**config.mk**
```make
export PLATFORM = sky130hd
export DESIGN_NAME = mbox_ipc_regs
export DESIGN_NICKNAME = d
export VERILOG_FILES = /design/src/rtl/mbox_pkg.sv /design/src/rtl/mbox_cmd_status.sv /design/src/rtl/mbox_wbuf.sv /design/src/rtl/mbox_rbuf.sv /design/src/rtl/mbox_ipc_regs.sv
export SDC_FILE = /design/constraint.sdc
export NUM_CORES = 1
export LEC_CHECK = 0
export ABC_AREA = 1
export BUFFER_PORTS_ARGS = -buffer_cell sky130_fd_sc_hd__buf_2
export CAP_MARGIN = 20
export CORE_MARGIN = 2
export CORE_UTILIZATION = 50
export DETAILED_ROUTE_END_ITERATION = 8
export PLACE_DENSITY = 0.71
export SLEW_MARGIN = 10
export SYNTH_ARGS = -nofsm -noshare
export SYNTH_HDL_FRONTEND = slang
export SYNTH_SLANG_ARGS = --single-unit
```
**constraint.sdc**
```tcl
create_clock -name clk -period 6.36 [get_ports clk]
set_clock_uncertainty 0.2 [all_clocks]
set_input_delay 0.318 -clock clk [delete_from_list [all_inputs] [get_ports clk]]
set_output_delay 0.318 -clock clk [all_outputs]
set_load 0.005 [all_outputs]
```
**src/rtl/mbox_pkg.sv**
```systemverilog
// Shared types for the command mailbox: the decoded command word and
// its field positions. Assumes a 32-bit host data path.
package mbox_pkg;

    typedef struct packed {
        logic [7:0] size;
        logic [3:0] sub;
        logic       ioc;
        logic [7:0] opcode;
    } mbox_cmd_t;

    // Unpack a host command word into its fields.
    function automatic mbox_cmd_t decode_cmd(input logic [31:0] w);
        mbox_cmd_t c;
        c.size   = w[23:16];
        c.sub    = w[15:12];
        c.ioc    = w[8];
        c.opcode = w[7:0];
        return c;
    endfunction

endpackage

```
**src/rtl/mbox_cmd_status.sv**
```systemverilog
// Command acceptance and status state. A command write is accepted only
// when idle; one while busy sets a sticky overrun flag. Completion is
// honoured only while busy. Assumes cmd_wr and done are single-cycle
// qualified strobes from the top.
module mbox_cmd_status
    import mbox_pkg::*;
#(
    parameter int ID_W = 8
) (
    input  logic            clk,
    input  logic            rst_n,
    input  logic            cmd_wr,
    input  logic [31:0]     cmd_word,
    input  logic [ID_W-1:0] init_id,
    input  logic            done,
    input  logic            done_err,
    input  logic [7:0]      done_code,
    output logic            busy,
    output logic            err,
    output logic [7:0]      err_code,
    output logic            overrun,
    output logic [ID_W-1:0] init_q,
    output mbox_cmd_t       cmd,
    output logic            doorbell,
    output logic            host_irq
);

    logic accept;
    logic finish;
    logic unused_rsvd;

    assign accept      = cmd_wr && !busy;
    assign finish      = done && busy;
    assign unused_rsvd = ^{cmd_word[31:24], cmd_word[11:9]};

    // Busy, latched command, doorbell and host interrupt pulses.
    always_ff @(posedge clk) begin
        if (!rst_n) begin
            busy     <= 1'b0;
            cmd      <= '0;
            init_q   <= '0;
            doorbell <= 1'b0;
            host_irq <= 1'b0;
        end else begin
            doorbell <= accept;
            host_irq <= finish && cmd.ioc;
            if (accept) begin
                busy   <= 1'b1;
                cmd    <= decode_cmd(cmd_word);
                init_q <= init_id;
            end else if (finish) begin
                busy <= 1'b0;
            end
        end
    end

    // Error result latched by each accepted completion.
    always_ff @(posedge clk) begin
        if (!rst_n) begin
            err      <= 1'b0;
            err_code <= 8'h00;
        end else if (finish) begin
            err      <= done_err;
            err_code <= done_code;
        end
    end

    // Sticky overrun on a command that collides with a busy mailbox.
    always_ff @(posedge clk) begin
        if (!rst_n) begin
            overrun <= 1'b0;
        end else if (cmd_wr && busy) begin
            overrun <= 1'b1;
        end
    end

endmodule

```
**src/rtl/mbox_wbuf.sv**
```systemverilog
// Outbound payload store. The host writes whole words; the controller
// reads one word at a time with every byte at or past the command size
// forced to zero. Assumes BUF_BYTES is a multiple of 4.
module mbox_wbuf #(
    parameter int BUF_BYTES = 16,
    localparam int WORDS = BUF_BYTES / 4,
    localparam int IDX_W = $clog2(WORDS)
) (
    input  logic             clk,
    input  logic             rst_n,
    input  logic             wr_en,
    input  logic [IDX_W-1:0] wr_idx,
    input  logic [31:0]      wr_data,
    input  logic [7:0]       size,
    input  logic [IDX_W-1:0] rd_idx,
    output logic [31:0]      rd_data
);

    logic [31:0] mem [WORDS];

    for (genvar g = 0; g < WORDS; g++) begin : g_word
        // Hold one outbound word.
        always_ff @(posedge clk) begin
            if (!rst_n) begin
                mem[g] <= '0;
            end else if (wr_en && (wr_idx == IDX_W'(g))) begin
                mem[g] <= wr_data;
            end
        end
    end

    // Mask bytes that lie beyond the declared payload size.
    always_comb begin
        rd_data = '0;
        for (int b = 0; b < 4; b++) begin
            if ((int'(rd_idx) * 4 + b) < int'(size)) begin
                rd_data[8*b +: 8] = mem[rd_idx][8*b +: 8];
            end
        end
    end

endmodule

```
**src/rtl/mbox_rbuf.sv**
```systemverilog
// Inbound reply store. The controller writes whole words; the host reads
// a word by index. Byte lane selection is left to the top.
module mbox_rbuf #(
    parameter int BUF_BYTES = 16,
    localparam int WORDS = BUF_BYTES / 4,
    localparam int IDX_W = $clog2(WORDS)
) (
    input  logic             clk,
    input  logic             rst_n,
    input  logic             wr_en,
    input  logic [IDX_W-1:0] wr_idx,
    input  logic [31:0]      wr_data,
    input  logic [IDX_W-1:0] rd_idx,
    output logic [31:0]      rd_word
);

    logic [31:0] mem [WORDS];

    for (genvar g = 0; g < WORDS; g++) begin : g_word
        // Hold one inbound word.
        always_ff @(posedge clk) begin
            if (!rst_n) begin
                mem[g] <= '0;
            end else if (wr_en && (wr_idx == IDX_W'(g))) begin
                mem[g] <= wr_data;
            end
        end
    end

    // Host-side word read.
    assign rd_word = mem[rd_idx];

endmodule

```
**src/rtl/mbox_ipc_regs.sv**
```systemverilog
// Host-to-controller command mailbox top. Decodes host accesses, builds
// the status word and steers the read path. Host reads are combinational
// from h_addr; writes take effect at the clock edge of the strobe.
// Assumes one host access per cycle.
module mbox_ipc_regs
    import mbox_pkg::*;
#(
    parameter int               ADDR_W    = 8,
    parameter int               BUF_BYTES = 16,
    parameter logic [ADDR_W-1:0] CMD_OFF  = 'h00,
    parameter logic [ADDR_W-1:0] STAT_OFF = 'h04,
    parameter logic [ADDR_W-1:0] WB_BASE  = 'h80,
    parameter logic [ADDR_W-1:0] RB_BASE  = 'h90,
    localparam int BUF_AW = $clog2(BUF_BYTES),
    localparam int IDX_W  = $clog2(BUF_BYTES / 4)
) (
    input  logic              clk,
    input  logic              rst_n,
    input  logic              h_sel,
    input  logic              h_wr,
    input  logic              h_byte,
    input  logic [ADDR_W-1:0] h_addr,
    input  logic [31:0]       h_wdata,
    input  logic [7:0]        h_init_id,
    output logic [31:0]       h_rdata,
    output logic              h_irq,
    output logic              ctl_doorbell,
    output logic [7:0]        ctl_opcode,
    output logic [3:0]        ctl_sub,
    output logic [7:0]        ctl_size,
    output logic              ctl_ioc,
    input  logic [IDX_W-1:0]  ctl_wb_idx,
    output logic [31:0]       ctl_wb_data,
    input  logic              ctl_rb_we,
    input  logic [IDX_W-1:0]  ctl_rb_idx,
    input  logic [31:0]       ctl_rb_data,
    input  logic              ctl_done,
    input  logic              ctl_err,
    input  logic [7:0]        ctl_err_code
);

    logic        wr_hit, rd_hit;
    logic        cmd_wr, wb_wr;
    logic        stat_hit, rb_hit;
    logic        busy_q, err_q, overrun_q;
    logic [7:0]  err_code_q, init_q;
    mbox_cmd_t   cmd_q;
    logic [31:0] status_w, rb_word, rd_word;
    logic [IDX_W-1:0] buf_idx;

    assign wr_hit  = h_sel && h_wr;
    assign rd_hit  = h_sel && !h_wr;
    assign buf_idx = h_addr[BUF_AW-1:2];

    // Address decode for writes and reads.
    always_comb begin
        cmd_wr   = wr_hit && (h_addr == CMD_OFF);
        wb_wr    = wr_hit && (h_addr[ADDR_W-1:BUF_AW] == WB_BASE[ADDR_W-1:BUF_AW]);
        stat_hit = (h_addr[ADDR_W-1:2] == STAT_OFF[ADDR_W-1:2]);
        rb_hit   = (h_addr[ADDR_W-1:BUF_AW] == RB_BASE[ADDR_W-1:BUF_AW]);
    end

    mbox_cmd_status #(.ID_W(8)) u_cmd (
        .clk       (clk),
        .rst_n     (rst_n),
        .cmd_wr    (cmd_wr),
        .cmd_word  (h_wdata),
        .init_id   (h_init_id),
        .done      (ctl_done),
        .done_err  (ctl_err),
        .done_code (ctl_err_code),
        .busy      (busy_q),
        .err       (err_q),
        .err_code  (err_code_q),
        .overrun   (overrun_q),
        .init_q    (init_q),
        .cmd       (cmd_q),
        .doorbell  (ctl_doorbell),
        .host_irq  (h_irq)
    );

    mbox_wbuf #(.BUF_BYTES(BUF_BYTES)) u_wbuf (
        .clk     (clk),
        .rst_n   (rst_n),
        .wr_en   (wb_wr),
        .wr_idx  (buf_idx),
        .wr_data (h_wdata),
        .size    (cmd_q.size),
        .rd_idx  (ctl_wb_idx),
        .rd_data (ctl_wb_data)
    );

    mbox_rbuf #(.BUF_BYTES(BUF_BYTES)) u_rbuf (
        .clk     (clk),
        .rst_n   (rst_n),
        .wr_en   (ctl_rb_we),
        .wr_idx  (ctl_rb_idx),
        .wr_data (ctl_rb_data),
        .rd_idx  (buf_idx),
        .rd_word (rb_word)
    );

    assign ctl_opcode = cmd_q.opcode;
    assign ctl_sub    = cmd_q.sub;
    assign ctl_size   = cmd_q.size;
    assign ctl_ioc    = cmd_q.ioc;

    // Assemble the host-visible status word.
    assign status_w = {8'h00, err_code_q, init_q, cmd_q.sub,
                       1'b0, overrun_q, err_q, busy_q};

    // Select the word addressed by the host; write-only and unmapped read 0.
    always_comb begin
        if (stat_hit)    rd_word = status_w;
        else if (rb_hit) rd_word = rb_word;
        else             rd_word = '0;
    end

    // Drive read data as a full word or a single byte lane.
    always_comb begin
        if (!rd_hit)     h_rdata = '0;
        else if (h_byte) h_rdata = {24'h0, 8'(rd_word >> {h_addr[1:0], 3'b000})};
        else             h_rdata = rd_word;
    end

endmodule

```
=== Yosys cells after proc, flatten, opt, wreduce, memory -nomap -nowiden ===
Memories as Yosys holds them, arrays and structs flattened.
Cells that the tools add are included.

* $add $sub $neg: 3
* Order comparisons: 4
* Eq/ne operators: 9
* Shift-type cells: 1
* Mux-type cells: 43
* Bitwise logic cells: 8
* Reduce and logical (&&, ||, !) cells: 22

{| class="wikitable"
|+ Operator list
! cell !! count
|-
| 32-bit two-way mux || 12
|-
| 32-bit by 9-bit less-than comparator with 1-bit output || 3
|-
| 8-bit two-way mux || 4
|-
| 32-bit by 5-bit right shift with 8-bit output || 1
|-
| 1-bit two-way mux || 27
|-
| 1-bit logical AND || 16
|-
| 4-bit by 2-bit adder with 5-bit output, second input constant || 2
|-
| 2-bit == test, second input constant || 4
|-
| 4-bit == test, second input constant || 2
|-
| 8-bit zero test || 1
|-
| 4-bit by 8-bit less-than comparator with 1-bit output || 1
|-
| 1-bit bitwise OR || 8
|-
| 6-bit by 1-bit == test with 1-bit output, second input constant || 1
|-
| 4-bit by 1-bit adder with 5-bit output, second input constant || 1
|-
| 2-bit by 1-bit == test with 1-bit output, second input constant || 2
|-
| 2-bit zero test || 2
|-
| 1-bit zero test || 2
|-
| 2-bit nonzero test || 1
|}

* Flip-flop bits (word level): 42
* Bits in writable memories: 256
* Output and inout port bits: 87
* Logic and storage cells: 103
* Memories: 2

{| class="wikitable"
|+ Memories
! name !! depth !! bits a word !! rd ports !! clocked after Yosys merged registers in !! write ports !! RTL line !! source
|-
| u_rbuf.mem || 4 || 32 || 1 || 0 || 4 || mbox_rbuf.sv:17 || <nowiki>logic [31:0] mem [WORDS];</nowiki>
|-
| u_wbuf.mem || 4 || 32 || 1 || 0 || 4 || mbox_wbuf.sv:19 || <nowiki>logic [31:0] mem [WORDS];</nowiki>
|}

=== Longest topological paths before layout ===
* Word-level depth: 7
* Mapped depth: 13
* Gate-level depth less buffers: 11

=== Cells and area by module ===
A second synthesis with hierarchy kept.

* Cell total of the unflattened synthesis: 1,916
* Area total of the unflattened synthesis: 15,617.5 sq um

{| class="wikitable"
|+ By module, submodules not included
! module !! instances !! cells each !! area each (sq um) !! sequential area each (sq um)
|-
| mbox_wbuf || 1 || 780 || 6,696.4 || 3,843.7
|-
| mbox_rbuf || 1 || 691 || 6,214.7 || 3,843.7
|-
| mbox_cmd_status || 1 || 241 || 1,675.4 || 840.8
|-
| mbox_ipc_regs || 1 || 204 || 1,031.0 || 0.0
|}

=== Worst setup path before layout ===
Ideal clock, no wire load.

* Kind: input to register
* From: in h_wr
* To: mem u_wbuf.mem[0][0] (enable)
* Library setup time: 0.389 ns
* Arrival time: 1.810 ns
* Setup slack: 3.961 ns
* Stages: 4
* Buffers on the path: 0
* Cell sequence: nand2_1 > nor4_4 > nand2_1 > nand2_1

{| class="wikitable"
|+ RTL lines
! item !! RTL line !! source
|-
| from (decl) || mbox_ipc_regs.sv:20 || <nowiki>input logic h_wr,</nowiki>
|-
| to (decl) || mbox_wbuf.sv:19 ||
|}

=== Worst setup path after layout ===
* From: in h_addr[2]
* To: out h_rdata[5]

* Cells in the longest elaborated chain, start to end: 6
* Elaborated cells between the ends (all ways): 7

{| class="wikitable"
|+ Ends and longest elaborated chain
! item !! RTL line !! source
|-
| from (decl) || mbox_ipc_regs.sv:22 || <nowiki>input logic [ADDR_W-1:0] h_addr,</nowiki>
|-
| memory read 4 x 32 bit || -- ||
|-
| 32-bit two-way mux || mbox_ipc_regs.sv:115 || <nowiki>else if (rb_hit) rd_word = rb_word;</nowiki>
|-
| 32-bit two-way mux * || mbox_ipc_regs.sv:114 || <nowiki>if (stat_hit) rd_word = status_w;</nowiki>
|-
| 32-bit by 5-bit right shift with 8-bit output || mbox_ipc_regs.sv:122 || <nowiki>else if (h_byte) h_rdata = {24'h0, 8'(rd_word >> {h_addr[1:0], 3'b000})};</nowiki>
|-
| 32-bit two-way mux * || mbox_ipc_regs.sv:122 ||
|-
| 32-bit two-way mux * || mbox_ipc_regs.sv:121 || <nowiki>if (!rd_hit) h_rdata = '0;</nowiki>
|-
| to (decl) || mbox_ipc_regs.sv:25 || <nowiki>output logic [31:0] h_rdata,</nowiki>
|}

Every way passes the cells marked *; elsewhere a longest branch is shown, timed or not.

==> flow_metrics.tcl <==
set metrics [dict create \
    layout-drive-gt1-share_pct 16.02 \
    num_rows 60 \
    cell_internal_pwr_uw 3519 \
    slowest_delay_ns 0.62 \
    layout_commonest_cell "nor2_1" \
    cts_buffer_depth 3 \
    port_buffers 186 \
    place.gp.congestion 0.9098 \
    hold_depth 3 \
    multi_input_area_mm2 0.004245 \
    htree_levels 1 \
    wirelength_um 37190 \
    synth_compound_area_share_pct 7.291 \
    rr_endpoint "u_cmd.cmd[7]" \
    min_path_type "primary input to register" \
    postCtsSetupRepairBufs 0 \
    die-area_mm2 0.02897 \
    fillers 2233 \
    ant_nets 0 \
    leakagePower_uw 0.007336 \
    clk_pin_slew_worst_paths_ns 0.06 \
    cpMaxStageDelayCell "buf_2" \
    crit_chain "buf_2, inv_4, nor2_8, inv_2, nor2_8, nand2_1, nand3_1, nand3_1, nand2_1, nand2_1, a21oi_1, buf_2" \
    critPathTopFamily "buffers and inverters" \
    numCtsBuffers 31 \
    cp-start-kind "primary input" \
    ys_ff_latch 298 \
    synth_cell_types 33 \
    final_cell_mix "389 x nor2_1, 328 x nand2_1, 256 x edfxtp_1" \
    dr_total_vias 11130 \
    seq_area_mm2 0.008528 \
    switching_share_pct 22.90 \
    syn_inst 1494 \
    synth_area_mm2 0.01381 \
    min_to "u_cmd.host_irq" \
    synth_top_family_by_area "simple AND/OR/NAND/NOR gates" \
    start_util_pct 51.12 \
    crit_arrival_ns 3.07 \
    ios 187 \
    nNetsFinal 1832 \
    ir_worst_vdd_v 0.0002320 \
    overflow 0 \
    firstDrtPassIters 6 \
    tns_ns 0 \
    path_class "primary input to output port" \
    ys_warn_count 0 \
    finalCriticalPeriod_ns 3.584 \
    antenna_found_initial 1 \
    slew_headroom_pct 31.37 \
    dp_hpwl_um 22760 \
    tightest_slew_ns 1.026 \
    dr.first_iter.drc_count 1042 \
    clk_latency_ns 0.56 \
    cts_root_buf "clkbuf_16" \
    maxSlewViolCount 0 \
    die_h_um 170.2 \
    syn_nets 1597 \
    syn_area_per_cell_um2 9.247 \
    synth-simple-area-share_pct 23.17 \
    rr_worst_depth 5 \
    track_usage_pct 25.60 \
    pwr-share-clk_pct 42.3 \
    viasPerCell 5.310 \
    setup_viol 0 \
    cp.required_ns 5.84 \
    regToRegSetupSlack_ns 4.32 \
    drc 0 \
    grt_pass1_wl_um 57070 \
    finalHoldViolCount 0 \
    min-delay-start "ctl_done" \
    area_delta_synth_final_pct 21.24 \
    synth-xor-area-share_pct 0 \
    rr_startpoint "u_cmd.busy" \
    status "complete, no violations" \
    synthMuxAreaShare_pct 0 \
    dp.cells 1956 \
    grt_start_max_net_pins 67 \
    grt_pass1_vias 10750 \
    p_seq_share_pct 49.4 \
    fp.dieW_um 170.2 \
    cts.sinks 298 \
    switchingPower_uw 1045 \
    cp_max_fo 36 \
    path_buf_inv 4 \
    cp_common_cell "nand2_1" \
    cts_tree "done" \
    synthAdderAreaFrac_pct 0.2717 \
    finalCritPeriodShare_pct 56.36 \
    power_per_cell_area_mw_per_mm2 272.5 \
    end_kind "output port" \
    max_clock_freq_ghz 0.2790 \
    pre_cts_slack_ns 2.783 \
    avgRoutedWirePerCell_um 17.74 \
    finalWorstSetupSlack_ns 2.776 \
    max-cap-violations 0 \
    rsz0062_at_grt "no" \
    final_cells 2096 \
    core_area_mm2 0.02703 \
    ys_seq_area_share_pct 61.73 \
    combPwrFrac_pct 8.3 \
    worstSetupStartpoint "h_addr[2]" \
]
-- cell type report --
cell class	instances	share of cell area, %
multi-input cells	960	25.35
well taps	341	2.547
clock inverters	24	1.748
repair buffers	283	11.12
inverters	155	3.489
clock buffers	34	4.818
diodes	1	0.01494
flip-flops and latches	298	50.92
-- tightest hold or removal path, cell delays in order --
cell,delay (ns)
buf_2,0.10
nand2_1,0.29
nor3_1,0.08
-- power by group through the flow --
| stage | logic [µW] | clock network [µW] | registers (µW) |
|---|---|---|---|
| after CTS | 380 | 1940 | 2250 |
| after global routing | 422 | 2030 | 2260 |
| final | 380 | 1930 | 2250 |
| after global placement | 335 | 0 | 2290 |
| after detailed placement | 340 | 0 | 2290 |
| after floorplan | 212 | 0 | 2290 |
-- timing repair --
action | CTS | global route
setup endpoints to repair | 0 | 0
endpoints found under the hold margin | 294 | 0
hold buffers | 81 | 0
gates resized for setup | 0 | 0
-- flip-flops by register name (all words and copies together) (netlist names) --
| register | count |
|---|---|
| u_cmd.busy | 1 |
| u_cmd.cmd | 21 |
| u_cmd.doorbell | 1 |
| u_cmd.err | 1 |
| u_cmd.err_code | 8 |
| u_cmd.host_irq | 1 |
| u_cmd.init_q | 8 |
| u_cmd.overrun | 1 |
| u_rbuf.mem | 128 |
| u_wbuf.mem | 128 |
-- routing by layer --
layer  track usage, %  routed length [µm]  up-vias
li1                 -                   -     5342
met1            33.64               14790     5202
met2            43.39               17920      513
met3            4.000                3524       73
met4            8.919                 957        0
met5                0                   0        -
-- per-stage QoR --
step / hold WS (ns) / area [µm²] / utilization (%) / power [µW]
floorplan: 0.2355 / 13810 / - / 2499
global placement: 0.2318 / 14840 / 54.89 / 2625
detailed placement: 0.2381 / 14840 / 54.89 / 2634
CTS: 0.06029 / 16750 / 61.96 / 4577
global route: 0.09459 / 16750 / 61.97 / 4710
finish: 0.07586 / 16750 / 61.97 / 4564
-- worst max-delay path by stage --
stage | end | cells past startpoint
floorplan | u_wbuf.mem[0][0] | 4
CTS | h_rdata[5] | 12
global placement | h_rdata[4] | 12
finish | h_rdata[5] | 12
detailed placement | h_rdata[5] | 12
global route | h_rdata[0] | 12
-- synth_stat cells (all sizes together) --
library cell	instances	area share (%)
nand4	15	0.68
buf	39	2.2
nor3	3	0.19
edfxtp	256	56
nand3	33	1.6
o32ai	32	2.0
a21oi	59	2.1
inv	153	4.2
o21ai	76	2.8
nor4	1	0.15
dfxtp	42	6.1
nand2	337	9.4
clkinv	2	0.054
a31oi	1	0.045
nor2	394	11
a22oi	6	0.33
ha	3	0.27
clkbuf	42	1.2
-- cell families after synthesis --
group	after synthesis
AO/OA/AOI/OAI	174
adder cells (fa/ha/maj)	3
buffers and inverters	236
flip-flops	298
AND/OR/NAND/NOR	783
No activity file was read; power rests on OpenSTA's default activity.
